`src/rtl/unop_pkg.sv`:
```
package unop_pkg;

    localparam int OP_W   = 8;
    localparam int LEN_W  = 2;
    localparam int CYC_W  = 4;

    // Class of an unused opcode: byte length and cycle cost per class.
    typedef enum logic [2:0] {
        K_NONE,
        K_L1_C1,
        K_L2_C2,
        K_L2_C3,
        K_L2_C4,
        K_L3_C4,
        K_L3_C8
    } nop_kind_e;

    typedef struct packed {
        logic              hit;
        logic [LEN_W-1:0]  len;
        logic [CYC_W-1:0]  cyc;
        nop_kind_e         kind;
    } nop_attr_t;

    function automatic nop_kind_e kind_of(input logic [OP_W-1:0] op);
        nop_kind_e k;
        logic [3:0] lo;
        logic [3:0] hi;
        lo = op[3:0];
        hi = op[7:4];
        k  = K_NONE;
        if (lo == 4'h3 || lo == 4'hB) begin
            k = K_L1_C1;
        end else if (lo == 4'h2) begin
            // even high nibble, excluding the load-immediate slot at 0xA
            if (!hi[0] && hi != 4'hA) k = K_L2_C2;
        end else if (lo == 4'h4) begin
            case (hi)
                4'h4:                k = K_L2_C3;
                4'h5, 4'hD, 4'hF:    k = K_L2_C4;
                default:             k = K_NONE;
            endcase
        end else if (lo == 4'hC) begin
            case (hi)
                4'h5:                k = K_L3_C8;
                4'hD, 4'hF:          k = K_L3_C4;
                default:             k = K_NONE;
            endcase
        end
        return k;
    endfunction

    function automatic nop_attr_t attr_of(input nop_kind_e k);
        nop_attr_t a;
        a.kind = k;
        a.hit  = (k != K_NONE);
        unique case (k)
            K_L1_C1: begin a.len = 2'd1; a.cyc = 4'd1; end
            K_L2_C2: begin a.len = 2'd2; a.cyc = 4'd2; end
            K_L2_C3: begin a.len = 2'd2; a.cyc = 4'd3; end
            K_L2_C4: begin a.len = 2'd2; a.cyc = 4'd4; end
            K_L3_C4: begin a.len = 2'd3; a.cyc = 4'd4; end
            K_L3_C8: begin a.len = 2'd3; a.cyc = 4'd8; end
            default: begin a.len = 2'd0; a.cyc = 4'd0; end
        endcase
        return a;
    endfunction

endpackage

```
`src/rtl/unop_classify.sv`:
```
module unop_classify
    import unop_pkg::*;
(
    input  logic [OP_W-1:0] op_code,
    output nop_attr_t       attr
);

    always_comb begin
        attr = attr_of(kind_of(op_code));
    end

endmodule

```
`src/rtl/unop_timer.sv`:
```
module unop_timer #(
    parameter int CNT_W = 4
) (
    input  logic             clk,
    input  logic             rst,
    input  logic             start,
    input  logic [CNT_W-1:0] cycles,
    output logic             busy,
    output logic             done
);

    localparam logic [CNT_W-1:0] ONE = CNT_W'(1);

    logic [CNT_W-1:0] left_q;
    logic             busy_q;
    logic             done_q;

    always_ff @(posedge clk) begin
        if (rst) begin
            left_q <= '0;
            busy_q <= 1'b0;
            done_q <= 1'b0;
        end else begin
            done_q <= 1'b0;
            if (start) begin
                if (cycles <= ONE) begin
                    done_q <= 1'b1;
                end else begin
                    busy_q <= 1'b1;
                    left_q <= cycles - ONE;
                end
            end else if (busy_q) begin
                if (left_q == ONE) begin
                    busy_q <= 1'b0;
                    done_q <= 1'b1;
                end
                left_q <= left_q - ONE;
            end
        end
    end

    assign busy = busy_q;
    assign done = done_q;

endmodule

```
`src/rtl/unop_pc_adv.sv`:
```
module unop_pc_adv #(
    parameter int PC_W  = 16,
    parameter int LEN_W = 2
) (
    input  logic             clk,
    input  logic             rst,
    input  logic             load,
    input  logic [PC_W-1:0]  pc_in,
    input  logic [LEN_W-1:0] len,
    output logic [PC_W-1:0]  pc_next,
    output logic [LEN_W-1:0] pc_step
);

    logic [PC_W-1:0]  sum;
    logic [PC_W-1:0]  pc_q;
    logic [LEN_W-1:0] step_q;

    // modular add: the carry out of the top bit is dropped
    assign sum = pc_in + PC_W'(len);

    always_ff @(posedge clk) begin
        if (rst) begin
            pc_q   <= '0;
            step_q <= '0;
        end else if (load) begin
            pc_q   <= sum;
            step_q <= len;
        end
    end

    assign pc_next = pc_q;
    assign pc_step = step_q;

endmodule

```
`src/rtl/unop_sequencer.sv`:
```
module unop_sequencer
    import unop_pkg::*;
#(
    parameter int PC_W  = 16,
    parameter int CNT_W = CYC_W
) (
    input  logic             clk,
    input  logic             rst,
    input  logic             op_valid,
    input  logic [7:0]       op_code,
    input  logic [PC_W-1:0]  pc_in,
    output logic             busy,
    output logic             done,
    output logic             not_handled,
    output logic [PC_W-1:0]  pc_next,
    output logic [1:0]       pc_step
);

    nop_attr_t attr;
    logic      idle_offer;
    logic      take;
    logic      refuse;
    logic      nh_q;

    unop_classify u_cls (
        .op_code (op_code),
        .attr    (attr)
    );

    assign idle_offer = op_valid && !busy;
    assign take       = idle_offer && attr.hit;
    assign refuse     = idle_offer && !attr.hit;

    unop_timer #(.CNT_W(CNT_W)) u_tmr (
        .clk    (clk),
        .rst    (rst),
        .start  (take),
        .cycles (CNT_W'(attr.cyc)),
        .busy   (busy),
        .done   (done)
    );

    unop_pc_adv #(.PC_W(PC_W), .LEN_W(LEN_W)) u_pc (
        .clk     (clk),
        .rst     (rst),
        .load    (take),
        .pc_in   (pc_in),
        .len     (attr.len),
        .pc_next (pc_next),
        .pc_step (pc_step)
    );

    always_ff @(posedge clk) begin
        if (rst) nh_q <= 1'b0;
        else     nh_q <= refuse;
    end

    assign not_handled = nh_q;

endmodule

```
`config.mk`:
```
export PLATFORM = sky130hd
export DESIGN_NAME = unop_sequencer
export DESIGN_NICKNAME = d
export VERILOG_FILES = /design/src/rtl/unop_pkg.sv /design/src/rtl/unop_classify.sv /design/src/rtl/unop_timer.sv /design/src/rtl/unop_pc_adv.sv /design/src/rtl/unop_sequencer.sv
export SDC_FILE = /design/constraint.sdc
export NUM_CORES = 1
export LEC_CHECK = 0
export CAP_MARGIN = 20
export CORE_ASPECT_RATIO = 1.1
export CORE_MARGIN = 3
export CORE_UTILIZATION = 50
export DETAILED_ROUTE_END_ITERATION = 12
export PLACE_DENSITY = 0.84
export SYNTH_ARGS = -nofsm -noshare
export SYNTH_HDL_FRONTEND = slang
export SYNTH_HIERARCHICAL = 1
export SYNTH_SLANG_ARGS = --single-unit
```
`constraint.sdc`:
```
create_clock -name clk -period 7.65 [get_ports clk]
set_input_delay 0.765 -clock clk [delete_from_list [all_inputs] [get_ports clk]]
set_output_delay 0.765 -clock clk [all_outputs]
set_load 0.02 [all_outputs]
```
==> results of run 1 <==
per-layer routing:
layer / global-route usage / part of all wire / vias up
met1: 0.2241 / 0.42 / 670
met3: 0.03586 / 0.064 / 8
met4: 0.07479 / 0.011 / 0
li1: - / - / 748
met2: 0.3470 / 0.51 / 54
met5: 0 / 0 / -
sequential cells by signal, indices dropped and copies added (netlist names):
| register | flops |
|---|---|
| u_tmr/left_q | 4 |
| not_handled | 1 |
| u_tmr/done | 1 |
| u_pc/pc_next | 16 |
| u_pc/pc_step | 2 |
| u_tmr/busy | 1 |
area by class of cell:
type,count,area share
Inverter,12,0.02324
Multi-Input combinational cell,138,0.4768
Clock inverter,1,0.003576
Timing Repair Buffer,48,0.2277
Sequential cell,25,0.2384
Tap cell,33,0.01967
Clock buffer,3,0.01073
critical path, stage by stage:
cell and delay, ns:
clkdlybuf4s50_1 0.55, nand3b_1 0.18, a22o_1 0.24, a31oi_2 0.24, nand2_1 0.13, ha_1 0.30
a21oi_1 0.16, or4_4 0.59, or3_1 0.32, a311oi_1 0.24
through the flow:
stage | utilization | hold WS, ns
floorplan | - | 0.4610
global placement | 0.7129 | 0.4695
detailed placement | 0.7129 | 0.4797
CTS | 0.7233 | 0.5017
global route | 0.7233 | 0.5236
finish | 0.7233 | 0.4992
path summary, 6_finish.rpt:
path                                          to            start
worst max-delay path            u_pc/pc_next[13]       op_code[0]
worst min-delay path             u_pc/pc_next[5]  u_pc/pc_next[5]
worst max register to register   u_tmr/left_q[1]       u_tmr/busy
worst min register to register   u_pc/pc_next[5]  u_pc/pc_next[5]
power by group through the flow:
stage	clock network, mW	registers (mW)	logic, mW
finish	0.0592	0.139	0.0711
floorplan	0	0.148	0.0314
global route	0.0685	0.140	0.0773
CTS	0.0624	0.140	0.0713
detailed placement	0	0.142	0.0710
global placement	0	0.142	0.0689
cells in the final DEF (no fill, tap or decap), types with 2 or more instances in the layout:
cell type / count
ha_1: 6
xnor2_1: 10
or3_1: 3
nor3_1: 6
or2_2: 2
nor2_1: 25
xor2_1: 2
a211oi_1: 11
a31oi_1: 2
a21oi_1: 5
nand3b_1: 2
clkbuf_4: 3
nand3_1: 5
clkdlybuf4s50_1: 47
nor2b_1: 2
nand2_1: 8
a311oi_1: 2
o21ai_1: 2
o31ai_1: 2
dfxtp_1: 25
inv_1: 10
mux2i_1: 7
o21ai_0: 4
nor4_1: 5
nand4_1: 2
==> flow_summary.ini, run 1 <==
[sta]
finalCriticalPeriod_ns = 3.481
drv_slew = 0
fin_worst_skew_ns = 0.005295
relSlewSlack = 0.3904
rsz0062_at_grt = no
setup_violations = 0
tns_ns = 0
hold_viol = 0
tightest_slew_ns = 0.9115
finalCritPeriodShare = 0.4551
fin_ws_ns = 4.169
fmax_ghz = 0.2873

[setup_path]
path_class = primary input to flop
startpoint_type = primary input
crit_fanout = 6
endpoint_kind = flop
cp_data_required_time_ns = 7.88
r2r_setup_slack_ns = 5.72
reg2reg_depth = 6
arrival_ns = 3.71

[clock_network]
cts_resized = 0
htreeDepth = 1
clk_latency_ns = 0.31
path_clk_slew_ns = 0.14
cts_tree = built
clk_path_buf_depth = 2
clock_tree.root_cell = clkbuf_4
cts-hold-fix-buffers = 0
cts_made_buffers = 3
post_cts_buffers = 0
cts_sinks = 25

[placed_design]
io_buffer_count = 47
place.gp.congestion = 0.8251
dp_slack_ns = 3.857
dp_hpwl_mm = 2.796
place_area_um2 = 2069
dp.cells = 256

[drt]
vias = 1480
drtIter0Drc = 89
dr.pass1.iters = 4
totalWireLength_mm = 3.543
remaining_drc_errors = 0
wl_per_cell_um = 13.63
routed_via_density = 5.692
drtAntennaViolNets = 0

[finish]
multiInputGateArea_um2 = 1001
fill_cells = 238
drive_gt1_frac = 0.09251
final_nets = 262
final_cell_area_um2 = 2100
antenna_cells = 0
seqCellArea_um2 = 500.5
area_delta_synth_final_pct = 32.86
fin_cells = 260

[yosys]
syn-cell-area_um2 = 1580
syn_avg_cell_area_um2 = 8.731
synth_cells = 181
yosysWarnings = 6
syn_nets = 215

[power_and_ir_drop]
p_seq_frac = 0.517
ir_drop_uv = 87.06
clkPwrFrac = 0.219
cellPowerDensity_nw_per_um2 = 128.5
internal_power_uw = 191.8
power.switching_uw = 77.98
combPwrFrac = 0.264
p_sw_frac = 0.2891
p_leak_nw = 0.7023
fin_total_pwr_uw = 269.7

[die]
io_pins = 48
start_util = 0.5444
coreArea_um2 = 2903
dieWidth_um = 59.60
num_rows = 20
dieArea_um2 = 3872
dieHeight_um = 64.96

[run]
drv_cap = 0

[global_route]
overflow = 0
grt_util_all_layers = 0.1948
grt_max_degree = 43
grt_pass1_wl_mm = 6.009
grt_pass1_vias = 1484
antenna_found_initial = 0

[worst_hold_path]
holdPathStages = 2
hp-class = flop to flop

[status]
outcome = complete, no violations
No activity file was read; power rests on OpenSTA's default activity.
==> inputs of run 2 (changes only) <==
--- a/config.mk
+++ b/config.mk
@@ -8,9 +8,9 @@
 export CAP_MARGIN = 20
 export CORE_ASPECT_RATIO = 1.1
 export CORE_MARGIN = 3
-export CORE_UTILIZATION = 50
+export CORE_UTILIZATION = 47
 export DETAILED_ROUTE_END_ITERATION = 12
-export PLACE_DENSITY = 0.84
+export PLACE_DENSITY = 0.8
 export SYNTH_ARGS = -nofsm -noshare
 export SYNTH_HDL_FRONTEND = slang
 export SYNTH_HIERARCHICAL = 1
==> constraint.sdc (replaced) <==
create_clock -name clk -period 3.4 [get_ports clk]
set_input_delay 0.34 -clock clk [delete_from_list [all_inputs] [get_ports clk]]
set_output_delay 0.34 -clock clk [all_outputs]
set_load 0.02 [all_outputs]
==> run 2 against run 1 <==
Critical endpoint is now u_pc/pc_next[14]. Global-route usage rose by 1.5 points. Largest cell class unchanged. Combinational power rose by 130%. Sequential power rose by 130%. Final cell count rose by 0.77%. Wire length rose by 11%.
==> flow_summary.ini, run 2 (synthesis results as in run 1) <==
[setup_path]
cp_data_required_time_ns = 3.63
arrival_ns = 3.28
crit_chain = clkdlybuf4s50_1, and4bb_4, nand3_1, o21ai_1, ha_1, inv_1, fa_1, nand3b_1, nor4_1, xnor2_1, a211oi_1
startpoint_type = primary input
endpoint_kind = flop
crit_fanout = 7
cp_slowest_cell = clkdlybuf4s50_1
cpPeakStageDelay_ns = 0.47
path_class = primary input to flop

[sta]
rsz0062_at_grt = no
fin_worst_skew_ns = 0.001863
setup_violations = 0
relSlewSlack = 0.3319
tightest_slew_ns = 0.9990
hold_viol = 0
fmax_ghz = 0.3283
tns_ns = 0
finalCritPeriodShare = 0.8958
finalCriticalPeriod_ns = 3.046
drv_slew = 0

[power_and_ir_drop]
p_leak_nw = 0.7076
ir_drop_uv = 223.9
cellPowerDensity_nw_per_um2 = 291.3

[placed_design]
place_area_um2 = 2078
place.gp.congestion = 0.8553
dp_hpwl_mm = 3.056
io_buffer_count = 47

[drt]
met3_length_um = 214
routed_via_density = 5.863
vias = 1536
drtIter0Drc = 77
met1_length_mm = 1.546
totalWireLength_mm = 3.946
remaining_drc_errors = 0
met2WireLength_mm = 2.092
drtAntennaViolNets = 0
dr.pass1.iters = 4
top_layer_used = met4
wl_per_cell_um = 15.06

[die]
dieHeight_um = 66.82
dieArea_um2 = 4095
coreArea_um2 = 3127
start_util = 0.5054
dieWidth_um = 61.29
num_rows = 21
io_pins = 48

[finish]
final_nets = 263
drive_gt1_frac = 0.09211
layout_commonest_cell = clkdlybuf4s50_1
largest_reg_flops = 16
antenna_cells = 0
area_delta_synth_final_pct = 33.18
fill_cells = 269
final_cell_mix = 47 x clkdlybuf4s50_1, 25 x dfxtp_1, 25 x nor2_1
final_cell_area_um2 = 2105

[clock_network]
post_cts_buffers = 0
clk_path_buf_depth = 2
cts_tree = built
clock_tree.root_cell = clkbuf_4
cts-hold-fix-buffers = 0
cts_sinks = 25
htreeDepth = 1
cts_made_buffers = 3
path_clk_slew_ns = 0.14
cts_resized = 0
clk_latency_ns = 0.32

[global_route]
grt_pass1_vias = 1540
grt_util_all_layers = 0.2095
overflow = 0
antenna_found_initial = 0
grt_pass1_wl_mm = 6.486
grt_max_degree = 34

[status]
outcome = complete, no violations

[worst_hold_path]
hp-class = flop to flop

[run]
drv_cap = 0
==> run 2: worst paths after layout <==
path	to	slack [ns]	from	cells after the start
worst max-delay path	u_pc/pc_next[14]	0.35	op_code[0]	11
worst min-delay path	u_pc/pc_next[1]	0.49	u_pc/pc_next[1]	2
worst min register to register	u_pc/pc_next[1]	0.49	u_pc/pc_next[1]	2
worst max register to register	u_tmr/left_q[1]	1.56	u_tmr/busy	5
==> run 2: per-layer routing <==
metal  up-vias  global-route usage
li1        753                   -
met2        60              0.3836
met4         0              0.1003
met5         -                   0
met3        12             0.02907
met1       711              0.2271
==> run 2: power by group <==
part	total, mW	switching (mW)	internal, mW	leakage, nW
sequential	0.314	0.00780	0.306	0.203
clock	0.136	0.0898	0.0459	0.0150
combinational	0.163	0.0821	0.0811	0.489
total	0.613	0.180	0.433	0.708
==> run 2: area by class of cell <==
cell class / instances / area (um2) / share of cell area
repair buffers: 49 / 485.5 / 0.2307
clock buffers: 4 / 26.28 / 0.01249
flip-flops and latches: 25 / 500.5 / 0.2378
well taps: 34 / 42.54 / 0.02021
multi-input cells: 138 / 1001 / 0.4756
inverters: 12 / 48.80 / 0.02319
==> run 2: through the flow <==
step / setup slack [ns] / hold slack, ns / instances / total power, mW / utilization
floorplan: 0.7915 / 0.4091 / 181 / 0.4033 / -
global placement: 0.1216 / 0.4720 / 258 / 0.4760 / 0.6647
detailed placement: 0.01953 / 0.4774 / 258 / 0.4828 / 0.6647
CTS: 0.3547 / 0.4931 / 262 / 0.6190 / 0.6731
global route: 0.1535 / 0.5199 / 262 / 0.6476 / 0.6731
finish: 0.3544 / 0.4906 / 262 / 0.6131 / 0.6731
==> run 2: critical path, delay by kind of cell <==
family	cells	cell delay (ns)
AND/OR/NAND/NOR	4	1.22
adder cells (fa/ha/maj)	2	0.62
buffers and inverters	2	0.53
AO/OA/AOI/OAI	2	0.46
XOR/XNOR	1	0.11
